===== src/rtl/rtc_cal_pkg.sv =====
package rtc_cal_pkg;

  typedef struct packed {
    logic [7:0] year;
    logic [7:0] mon;
    logic [7:0] day;
    logic [2:0] wday;
    logic [7:0] hour;
    logic [7:0] min;
  } cal_fields_t;

  function automatic logic [6:0] bcd2bin(input logic [7:0] b);
    return 7'(b[7:4]) * 7'd10 + 7'(b[3:0]);
  endfunction

  function automatic logic leap_year(input logic [7:0] yr);
    logic [6:0] y;
    y = bcd2bin(yr);
    return y[1:0] == 2'b00;
  endfunction

  function automatic logic [7:0] month_len(input logic [7:0] mon, input logic [7:0] yr);
    case (mon)
      8'h02:                     return leap_year(yr) ? 8'h29 : 8'h28;
      8'h04, 8'h06, 8'h09, 8'h11: return 8'h30;
      default:                   return 8'h31;
    endcase
  endfunction

  function automatic logic sec_ok(input logic [7:0] s);
    return (s[3:0] <= 4'd9) && (s <= 8'h59);
  endfunction

  // {carry, next}: wraps to base when v has reached top
  function automatic logic [8:0] bcd_step(input logic [7:0] v, input logic [7:0] top,
                                          input logic [7:0] base);
    if (v >= top)             return {1'b1, base};
    else if (v[3:0] >= 4'd9)  return {1'b0, v[7:4] + 4'd1, 4'd0};
    else                      return {1'b0, v[7:4], v[3:0] + 4'd1};
  endfunction

  function automatic logic [7:0] clamp_day(input logic [7:0] day, input logic [7:0] mon,
                                           input logic [7:0] yr);
    logic [7:0] lim;
    lim = month_len(mon, yr);
    return (day > lim) ? lim : day;
  endfunction

endpackage


===== src/rtl/rtc_sec_divider.sv =====
module rtc_sec_divider #(
  parameter int DIV_N = 32768
) (
  input  logic clk,
  input  logic rst_n,
  input  logic presc_en,
  input  logic clear,
  input  logic hold,
  output logic tick
);
  localparam int DIV_W = (DIV_N > 1) ? $clog2(DIV_N) : 1;

  logic [DIV_W-1:0] cnt;
  logic             at_last;

  assign at_last = (cnt == DIV_W'(DIV_N - 1));
  assign tick    = presc_en && !clear && !hold && at_last;

  always_ff @(posedge clk or negedge rst_n) begin
    if (!rst_n)              cnt <= '0;
    else if (clear || hold)  cnt <= '0;
    else if (presc_en)       cnt <= at_last ? '0 : cnt + DIV_W'(1);
  end


  frozen_div_empty_chk: assert property (@(posedge clk) disable iff (!rst_n)
    hold |=> (cnt == '0));

endmodule


===== src/rtl/rtc_write_ctl.sv =====
module rtc_write_ctl import rtc_cal_pkg::*; (
  input  logic        clk,
  input  logic        rst_n,
  input  logic        wr_start,
  input  logic [7:0]  fld_data,
  input  logic [5:0]  fld_we,
  input  logic        sec_we,
  input  logic        cs_fall,
  output logic        halted,
  output logic        commit,
  output logic        sec_load,
  output cal_fields_t stage,
  output logic [7:0]  stage_sec
);
  assign sec_load = cs_fall && halted && !wr_start;

  always_ff @(posedge clk or negedge rst_n) begin
    if (!rst_n) begin
      halted    <= 1'b0;
      commit    <= 1'b0;
      stage     <= '0;
      stage_sec <= '0;
    end else begin
      if (wr_start)      halted <= 1'b1;
      else if (sec_load) halted <= 1'b0;
      commit <= fld_we[5] && halted;
      if (halted) begin
        if (fld_we[0]) stage.year <= fld_data;
        if (fld_we[1]) stage.mon  <= fld_data;
        if (fld_we[2]) stage.day  <= fld_data;
        if (fld_we[3]) stage.wday <= fld_data[2:0];
        if (fld_we[4]) stage.hour <= fld_data;
        if (fld_we[5]) stage.min  <= fld_data;
        if (sec_we)    stage_sec  <= fld_data;
      end
    end
  end


  start_freezes_chk: assert property (@(posedge clk) disable iff (!rst_n)
    wr_start |=> halted);


  cs_fall_resumes_chk: assert property (@(posedge clk) disable iff (!rst_n)
    (cs_fall && halted && !wr_start) |=> !halted);


  idle_no_commit_chk: assert property (@(posedge clk) disable iff (!rst_n)
    !halted |=> !commit);

endmodule


===== src/rtl/rtc_count_chain.sv =====
module rtc_count_chain import rtc_cal_pkg::*; (
  input  logic        clk,
  input  logic        rst_n,
  input  logic        tick,
  input  logic        commit,
  input  cal_fields_t stage,
  input  logic        sec_load,
  input  logic [7:0]  sec_in,
  output logic [7:0]  sec,
  output logic [7:0]  min,
  output logic [7:0]  hour,
  output logic [2:0]  wday,
  output logic [7:0]  day,
  output logic [7:0]  mon,
  output logic [7:0]  year
);
  logic       sec_wrap;
  logic [8:0] sec_st, min_st, hour_st, day_st, mon_st, yr_st;
  logic       c_min, c_hour, c_day, c_mon, c_year;

  assign sec_wrap = !sec_ok(sec) || (sec == 8'h59);
  assign sec_st   = bcd_step(sec,  8'h59, 8'h00);
  assign min_st   = bcd_step(min,  8'h59, 8'h00);
  assign hour_st  = bcd_step(hour, 8'h23, 8'h00);
  assign day_st   = bcd_step(day,  month_len(mon, year), 8'h01);
  assign mon_st   = bcd_step(mon,  8'h12, 8'h01);
  assign yr_st    = bcd_step(year, 8'h99, 8'h00);

  // carry events along the chain
  assign c_min  = tick   && sec_wrap;
  assign c_hour = c_min  && min_st[8];
  assign c_day  = c_hour && hour_st[8];
  assign c_mon  = c_day  && day_st[8];
  assign c_year = c_mon  && mon_st[8];

  always_ff @(posedge clk or negedge rst_n) begin
    if (!rst_n) begin
      sec <= 8'h00; min <= 8'h00; hour <= 8'h00; wday <= 3'd0;
      day <= 8'h01; mon <= 8'h01; year <= 8'h00;
    end else begin
      if (commit) begin
        min  <= stage.min;
        hour <= stage.hour;
        wday <= stage.wday;
        day  <= clamp_day(stage.day, stage.mon, stage.year);
        mon  <= stage.mon;
        year <= stage.year;
      end
      if (sec_load) sec <= sec_in;
      if (tick)     sec <= sec_wrap ? 8'h00 : sec_st[7:0];
      if (c_min)    min  <= min_st[7:0];
      if (c_hour)   hour <= hour_st[7:0];
      if (c_day) begin
        day  <= day_st[7:0];
        wday <= (wday == 3'd6) ? 3'd0 : wday + 3'd1;
      end
      if (c_mon)    mon  <= mon_st[7:0];
      if (c_year)   year <= yr_st[7:0];
    end
  end


  quiet_stable_chk: assert property (@(posedge clk) disable iff (!rst_n)
    (!tick && !commit && !sec_load) |=> $stable({sec, min, hour, wday, day, mon, year}));


  sec_valid_after_tick_chk: assert property (@(posedge clk) disable iff (!rst_n)
    tick |=> sec_ok(sec));


  day_clamped_chk: assert property (@(posedge clk) disable iff (!rst_n)
    commit |=> (day <= month_len(mon, year)));


  day_carry_midnight_chk: assert property (@(posedge clk) disable iff (!rst_n)
    c_day |=> (sec == 8'h00 && min == 8'h00 && hour == 8'h00));

endmodule


===== src/rtl/rtc_calendar_core.sv =====
module rtc_calendar_core import rtc_cal_pkg::*; #(
  parameter int DIV_N = 32768
) (
  input  logic       clk,
  input  logic       rst_n,
  input  logic       presc_en,
  input  logic       wr_start,
  input  logic [7:0] fld_data,
  input  logic [5:0] fld_we,
  input  logic       sec_we,
  input  logic       cs_fall,
  output logic [7:0] o_sec,
  output logic [7:0] o_min,
  output logic [7:0] o_hour,
  output logic [2:0] o_wday,
  output logic [7:0] o_day,
  output logic [7:0] o_mon,
  output logic [7:0] o_year
);
  logic        halted, commit, sec_load, tick;
  cal_fields_t stage;
  logic [7:0]  stage_sec;

  rtc_write_ctl u_wctl (
    .clk, .rst_n, .wr_start, .fld_data, .fld_we, .sec_we, .cs_fall,
    .halted, .commit, .sec_load, .stage, .stage_sec
  );

  rtc_sec_divider #(.DIV_N(DIV_N)) u_div (
    .clk, .rst_n, .presc_en, .clear(wr_start), .hold(halted), .tick
  );

  rtc_count_chain u_chain (
    .clk, .rst_n, .tick, .commit, .stage, .sec_load, .sec_in(stage_sec),
    .sec(o_sec), .min(o_min), .hour(o_hour), .wday(o_wday),
    .day(o_day), .mon(o_mon), .year(o_year)
  );

endmodule


===== config.mk =====
export PLATFORM = sky130hd
export DESIGN_NAME = rtc_calendar_core
export DESIGN_NICKNAME = d
export VERILOG_FILES = /design/src/rtl/rtc_cal_pkg.sv /design/src/rtl/rtc_sec_divider.sv /design/src/rtl/rtc_write_ctl.sv /design/src/rtl/rtc_count_chain.sv /design/src/rtl/rtc_calendar_core.sv
export SDC_FILE = /design/constraint.sdc
export NUM_CORES = 1
export LEC_CHECK = 0
export BUFFER_PORTS_ARGS = -buffer_cell sky130_fd_sc_hd__buf_2
export CAP_MARGIN = 15
export CORE_MARGIN = 3
export CORE_UTILIZATION = 45
export DETAILED_ROUTE_END_ITERATION = 7
export PLACE_DENSITY = 0.74
export SYNTH_ARGS = -nofsm -noshare
export SYNTH_HDL_FRONTEND = slang
export SYNTH_SLANG_ARGS = --single-unit

===== constraint.sdc =====
create_clock -name clk -period 6.3 [get_ports clk]
set_input_delay 0.945 -clock clk [delete_from_list [all_inputs] [get_ports clk]]
set_output_delay 0.945 -clock clk [all_outputs]
set_load 0.01 [all_outputs]

==> results of run 1 <==
==> worst max-delay path: cells and delay by family, from the launching register on <==
kind | cells | cell delay (ps)
buffers and inverters | 1 | 90
and+or+nand+nor | 5 | 1330
AOI/OAI and AO/OA | 5 | 1210
DFF | 1 | 430
adders and majority gates | 2 | 460
==> flip-flops by register name, summed over array words and instances (netlist names) <==
register,cells
u_wctl.halted,1
u_chain.min,8
u_wctl.stage_sec,8
u_chain.wday,3
u_wctl.stage,43
u_div.cnt,15
u_chain.day,8
u_chain.year,8
u_wctl.commit,1
u_chain.hour,8
u_chain.mon,8
u_chain.sec,8
==> stage by stage <==
step                total power, uW  cell area (sq um)  std cells
floorplan                      1400               6610        647
global placement               1590               7130        884
detailed placement             1620               7130        884
CTS                            2620               7730        916
global route                   2740               7730        916
finish                         2600               7730        916
==> final cells by class <==
cell class | count | share of cell area, %
inverters | 34 | 1.65
flip-flops and latches | 119 | 38.5
well taps | 180 | 2.91
multi-input cells | 479 | 44.4
clock buffers | 24 | 6.23
repair buffers | 72 | 4.76
clock inverters | 8 | 1.55
==> layout by cell type, fill, tap and decap left out, types with 5 or more instances in the layout <==
master and instances:
nor4_1 8, a211o_1 7, o22ai_1 10, buf_2 69
o211ai_1 5, a21o_1 5, a211oi_1 5, o31ai_1 5
a31oi_1 5, and3_1 14, o21ai_0 44, mux2_2 53
nand2_1 61, nor2_1 30, nor3_1 18, mux2i_1 17
a21oi_1 23, clkbuf_16 17, ha_1 39, nand3_1 39
inv_1 34, nand4_1 6, dfrtp_1 117
==> report_power, final <==
part	internal, uW	switching (uW)	total, uW
sequential	888	157	1040
combinational	253	324	577
clock	651	331	982
==> layer usage <==
layer | part of all wire, % | up-vias | track usage, % | wire length, um
li1 | - | 2558 | - | -
met5 | 0 | - | 0 | 0
met3 | 5.9 | 34 | 4.52 | 973
met4 | 2.4 | 0 | 8.90 | 397
met1 | 43 | 2684 | 26.6 | 7120
met2 | 49 | 199 | 34.5 | 8110
==> path summary, 6_finish.rpt <==
| kind | startpoint | to | slack, ps |
|---|---|---|---|
| max reg2reg | u_chain.mon[4]$_DFFE_PN0P_ | u_chain.mon[4]$_DFFE_PN0P_ | 2660 |
| max in group asynchronous | rst_n | u_div.cnt[2]$_DFFE_PN0P_ | 4390 |
| min in group asynchronous | rst_n | u_chain.year[1]$_DFFE_PN0P_ | 520 |
| min | u_wctl.stage[10]$_DFFE_PN0P_ | u_wctl.stage[10]$_DFFE_PN0P_ | 500 |
| min reg2reg | u_wctl.stage[10]$_DFFE_PN0P_ | u_wctl.stage[10]$_DFFE_PN0P_ | 500 |
| max | u_chain.mon[4]$_DFFE_PN0P_ | u_chain.mon[4]$_DFFE_PN0P_ | 2660 |
==> cell families (layout without fill, tap and decap cells) <==
family,Yosys count,count (layout),synth area share [%]
buffers and inverters,49,138,2.97
adder cells (fa/ha/maj),39,39,7.38
AND/OR/NAND/NOR,218,218,17.1
AO/OA/AOI/OAI,147,147,15.2
XOR/XNOR,5,5,0.663
flip-flops,119,119,45.1
multiplexers,70,70,11.6
==> run_results.csv, run 1 <==
group,metric,value,unit
detailed_routing,dr.pass1.iters,5,
logic_synthesis,yosysWarningCount,0,
hold_path,whs_path_depth,1,
logic_synthesis,yosysTopAreaCellShare,44.3,%
pwr,p_per_area,336,nW/um^2
clock_network,clk_latency,410,ps
grt,grt_start_max_net_pins,82,
logic_synthesis,syn_nets,706,
pwr,ir_drop,0.193,mV
logic_synthesis,syn_inst,647,
setup_path,worst_ep_arrival_time,3940,ps
logic_synthesis,synth.most_common_cell,"dfrtp_1",
logic_synthesis,synthTopCellsByArea,"dfrtp_1 44%, mux2_2 9.0%, ha_1 7.4%",
timing,max_freq,275,MHz
final_layout,fin_util,54.9,%
timing,finalClockSkew,7.45,ps
timing,hold_viol_final,0,
detailed_routing,route.detailed.drc,0,
setup_path,worstPathRequired,6600,ps
placed_design,routabilityCongestion,0.872,
detailed_routing,num_vias,5475,
setup_path,slowest_delay,440,ps
detailed_routing,ant_nets,0,
timing,final-setup-viol-count,0,
timing,rsz0062_at_grt,"false",
timing,final.period_utilization,57.8,%
logic_synthesis,synthesis.area,6610,sq um
timing,layout_min_cycle_time,3640,ps
final_layout,seqCellArea,2980,sq um
final_layout,drive_gt1_share,23.2,%
logic_synthesis,postSynthAreaPerCell,10.2,sq um
grt,grt_pass1_wl,27000,um
die,die_w,127,um
clock_network,cts_tree,"yes",
die,die_h,127,um
grt,grt_pass1_vias,5300,
setup_path,critPathMaxFanout,10,
clock_network,numCtsBuffers,17,
clock_network,cts_num_sinks,119,
logic_synthesis,synth_edf_count,0,
placed_design,dpl_worst_slack,2740,ps
clock_network,postCtsHoldBufs,0,
setup_path,end_kind,"flop",
setup_path,crit_type,"reg2reg",
clock_network,clk_pin_slew,50,ps
hold_path,holdCritPathClass,"reg2reg",
timing,max_slew_margin,29.6,%
grt,grt_overflow_total,0,
clock_network,h-tree-depth,4,
final_layout,diodes,0,
setup_path,path_cells,"inv_1 > ha_1 > nor2b_1 > nand4b_1 > a21oi_1 > a21oi_1 > ha_1 > nor4b_1 > o221a_2 > or3_1 > nor2_1 > o21ai_0 > a211o_1",
logic_synthesis,async_flop_share,100,%
timing,finalMaxSlewViolations,0,
timing,tightest_slew,1050,ps
final_layout,nets,782,
logic_synthesis,synth_cell_types,74,
detailed_routing,wire_per_inst,18.1,um
setup_path,ff2ff_path_depth,13,
final_layout,syn2layout_area_growth,17.0,%
grt,antenna_found_initial,0,
clock_network,cts_buffer_depth,2,
logic_synthesis,synth_common_cells,"117 x dfrtp_1, 61 x nand2_1, 53 x mux2_2",
logic_synthesis,synth_seq_cells,119,
final_layout,multi_input_area,3430,sq um
grt,grt_usage,20.9,%
timing,final.setup.tns,0,ps
clock_network,cts_root_buf,"clkbuf_16",
die,initial_utilization,46.9,%
logic_synthesis,synth_sequential_area_ratio,45.1,%
die,rows,43,
die,die_area,16200,sq um
detailed_routing,drtIter0Drc,606,
job,maxCapViolCount,0,
setup_path,cpMaxStageDelayCell,"nor2_1",
clock_network,cts_setup_buffers,0,
timing,fin_ws,2660,ps
die,io-pin-count,71,
die,core_area,14100,sq um
detailed_routing,wirelength,16600,um
pwr,p_leak,0.00352,uW
timing,hold_slack,501,ps
final_layout,num-fill-cells,1215,
logic_synthesis,synth-main-ff-cell,"dfrtp_1",
clock_network,cts_resized,0,
placed_design,hpwlAfterDp,11800,um
setup_path,startpoint_type,"flop",
placed_design,io_buffers,70,
outcome,status,"finished clean",
logic_synthesis,synth_area_leader_cell,"dfrtp_1",
detailed_routing,avgViaCountPerCell,5.98,
Power figures use the tool's default switching activity.
==> run 2, diff against run 1 <==
- ABC_AREA: unset -> 1
- PLACE_DENSITY: 0.74 -> 0.76
- clock period: 6.3 -> 3.1 ns (I/O delays scaled with it)
==> run 2 against run 1 <==
Worst setup slack lost 2500 ps; final cell count is 25% higher; synthesized cell count increased by 33%; core utilization up 0.26 points; register-to-register slack got worse by 2500 ps; clock power rose by 100%; cell area rose by 4.8%; die area is 3.1% higher; total power rose by 110%; critical path depth rose by 7; via count grew 9.6%; sequential cell count unchanged; largest power group unchanged.
==> run_results.csv, run 2 <==
group,metric,value,unit
outcome,status,"finished clean",
pwr,swShare,34.8,%
timing,max_slew_margin,64.0,%
die,initial_utilization,46.4,%
final_layout,nets,1009,
hold_path,hold_end,"u_wctl.halted$_DFFE_PN0P_",
logic_synthesis,synth-main-ff-cell,"dfrtp_1",
setup_path,startpoint_type,"flop",
timing,final-setup-viol-count,0,
final_layout,final_common_cell,"nand2_1",
logic_synthesis,yosysWarningCount,0,
logic_synthesis,synth_top_family_by_area,"simple AND/OR/NAND/NOR gates",
grt,grt_usage,20.5,%
hold_path,holdCritPathClass,"in2reg",
timing,max_freq,345,MHz
logic_synthesis,synthesis.area,6830,sq um
hold_path,hp-start,"wr_start",
pwr,p_leak,0.00420,uW
detailed_routing,dr.pass1.iters,5,
timing,final.setup.tns,0,ps
logic_synthesis,yosys.area_share.simple,28.0,%
grt,grt_overflow_total,0,
die,core_area,14700,sq um
detailed_routing,avgViaCountPerCell,5.23,
final_layout,drive_gt1_share,16.6,%
detailed_routing,route.detailed.drc,0,
grt,grt_start_max_net_pins,67,
detailed_routing,wire_per_inst,14.2,um
clock_network,cts_num_sinks,119,
die,die_w,129,um
logic_synthesis,synth_compound_area_share,11.6,%
die,io-pin-count,71,
die,die_area,16700,sq um
setup_path,worstPathRequired,3450,ps
final_layout,largest_reg_flops,43,
timing,tightest_slew,540,ps
final_layout,diodes,0,
hold_path,whs_path_depth,3,
logic_synthesis,yosysTopAreaCellShare,42.9,%
final_layout,final_cell_mix,"243 x nand2_1, 117 x dfrtp_1, 93 x inv_1, 90 x o21ai_0, 69 x buf_2",
final_layout,multi_input_area,3430,sq um
pwr,power_frac_comb,26.4,%
logic_synthesis,synth_edf_count,0,
grt,grt_pass1_vias,5664,
placed_design,routabilityCongestion,0.851,
detailed_routing,drtIter0Drc,453,
logic_synthesis,synth_area_leader_cell,"dfrtp_1",
clock_network,h-tree-depth,4,
logic_synthesis,muxShareOfSynthArea,0,%
setup_path,crit_type,"reg2reg",
pwr,power,5540,uW
detailed_routing,wirelength,16300,um
placed_design,hpwlAfterDp,11400,um
pwr,pwr-share-clk,35.6,%
logic_synthesis,synth_sequential_area_ratio,43.7,%
clock_network,clk_pin_slew,60,ps
timing,final.period_utilization,93.4,%
pwr,p_int,3610,uW
logic_synthesis,synth.most_common_cell,"nand2_1",
pwr,ir_drop,0.391,mV
timing,layout_min_cycle_time,2900,ps
logic_synthesis,synth_adder_area_share,7.15,%
clock_network,clk_latency,420,ps
setup_path,ff2ff_path_depth,20,
die,die_h,129,um
clock_network,cts_root_buf,"clkbuf_16",
logic_synthesis,syn_nets,917,
logic_synthesis,postSynthAreaPerCell,7.95,sq um
clock_network,numCtsBuffers,17,
die,rows,44,
final_layout,top_regs,"u_wctl.stage (43), u_div.cnt (15)",
final_layout,syn2layout_area_growth,18.7,%
setup_path,critPathMaxFanout,6,
detailed_routing,ant_nets,0,
detailed_routing,num_vias,6003,
setup_path,r2r-start,"u_chain.mon[0]$_DFFE_PN1P_",
final_layout,num-fill-cells,1336,
pwr,p_per_area,684,nW/um^2
logic_synthesis,synth_seq_cells,119,
setup_path,worst_ep_arrival_time,3250,ps
timing,finalMaxSlewViolations,0,
logic_synthesis,synth_common_cells,"243 x nand2_1, 117 x dfrtp_1, 93 x inv_1",
final_layout,regMostFlops,"u_wctl.stage",
logic_synthesis,synthTopCellsByArea,"dfrtp_1 43%, nand2_1 13%, ha_1 7.1%",
grt,grt_pass1_wl,27600,um
final_layout,seqCellArea,2980,sq um
pwr,pwr-share-seq,38.0,%
timing,hold_viol_final,0,
setup_path,r2r_slack,200,ps
logic_synthesis,synth_cell_types,41,
pwr,switchingPower,1930,uW
logic_synthesis,syn_inst,858,
clock_network,cts_buffer_depth,2,
logic_synthesis,synth_xor_xnor_area_share,3.08,%
setup_path,r2r_end,"u_chain.day[4]$_DFFE_PN0P_",
job,maxCapViolCount,0,
logic_synthesis,async_flop_share,100,%
grt,antenna_found_initial,0,
placed_design,io_buffers,70,
timing,hold_slack,369,ps
timing,finalClockSkew,10.4,ps
clock_network,cts_tree,"yes",
setup_path,end_kind,"flop",
[run 2: cell count changes after synthesis, sizes merged, moves of 7 or more]
cell / delta
and3: -15
nor4: -9
nor3: -7
xor2: +15
o21ai: +56
mux2: -53
mux2i: -17
nand3: +25
nand4: +15
a211o: -7
nand2: +196
nor2: +29
inv: +64
[run 2: worst max path at each step]
stage	start	endpoint	slack, ps	cells after the start
finish	u_chain.mon[0]$_DFFE_PN1P_	u_chain.day[4]$_DFFE_PN0P_	200	20
global route	u_chain.mon[0]$_DFFE_PN1P_	u_chain.year[6]$_DFFE_PN0P_	-50	18
CTS	u_chain.mon[0]$_DFFE_PN1P_	u_chain.year[6]$_DFFE_PN0P_	90	18
detailed placement	u_chain.mon[0]$_DFFE_PN1P_	u_chain.year[7]$_DFFE_PN0P_	140	18
global placement	u_chain.mon[0]$_DFFE_PN1P_	u_chain.year[5]$_DFFE_PN0P_	230	17
floorplan	u_chain.mon[0]$_DFFE_PN1P_	u_chain.day[2]$_DFFE_PN0P_	410	16
[run 2: per-stage QoR]
stage | instance area [sq um] | setup slack [ps] | cells | utilization (%)
floorplan | 6830 | 408 | 858 | -
global placement | 7400 | 232 | 1105 | 50.3
detailed placement | 7400 | 135 | 1105 | 50.3
CTS | 8010 | 91.4 | 1138 | 54.5
global route | 8100 | -45.9 | 1147 | 55.1
finish | 8100 | 203 | 1147 | 55.1
[run 2: what timing repair did]
action | CTS | global route
buffers inserted | 0 | 8
gates resized for setup | 0 | 9
setup endpoints to repair | 0 | 24
hold endpoints to repair | 2 | 0
hold buffers | 1 | 0
[run 2: power groups by stage]
stage	Combinational [uW]	Sequential, uW	Clock (uW)
5_1_grt	1680	2150	2070
4_1_cts	1390	2100	2000
3_3_place_gp	1350	2120	0
6_report	1460	2110	1970
2_1_floorplan	881	2120	0
3_5_place_dp	1370	2120	0
[run 2: metal layers]
layer | routed length, um | GRT usage, % | vias up
met4 | 191 | 5.56 | 0
met2 | 7600 | 32.2 | 180
li1 | - | - | 3007
met5 | 0 | 0 | -
met3 | 993 | 4.95 | 16
met1 | 7550 | 28.7 | 2800
[run 2: area by class of cell]
class | count | area share, %
Clock buffer | 19 | 5.59
Clock inverter | 13 | 1.79
Timing Repair Buffer | 86 | 6.07
Tap cell | 184 | 2.84
Sequential cell | 119 | 36.8
Multi-Input combinational cell | 627 | 42.3
Inverter | 99 | 4.59
[run 2: kinds of logic (layout without fill, tap and decap cells)]
family	count (synthesis)	in the layout
simple gates	420	421
fa+ha+maj	39	39
xor+xnor	24	24
flops	119	119
buf+inv	113	217
compound gates	143	143
[run 2: critical path: stages, from the launching register on]
cell and delay, ps:
dfstp_2 560, inv_1 90, ha_2 210, o21ai_1 120, o21ai_1 80, a32oi_1 220
nand2_1 100, o41ai_1 90, ha_1 220, nand2_1 50, nand2_1 70, nand2_1 50
nand2_1 100, nand3_4 140, buf_6 170, buf_4 130, nor3_1 170, nand2_1 70
nand2_1 90, nand2_1 50, nand2_1 60
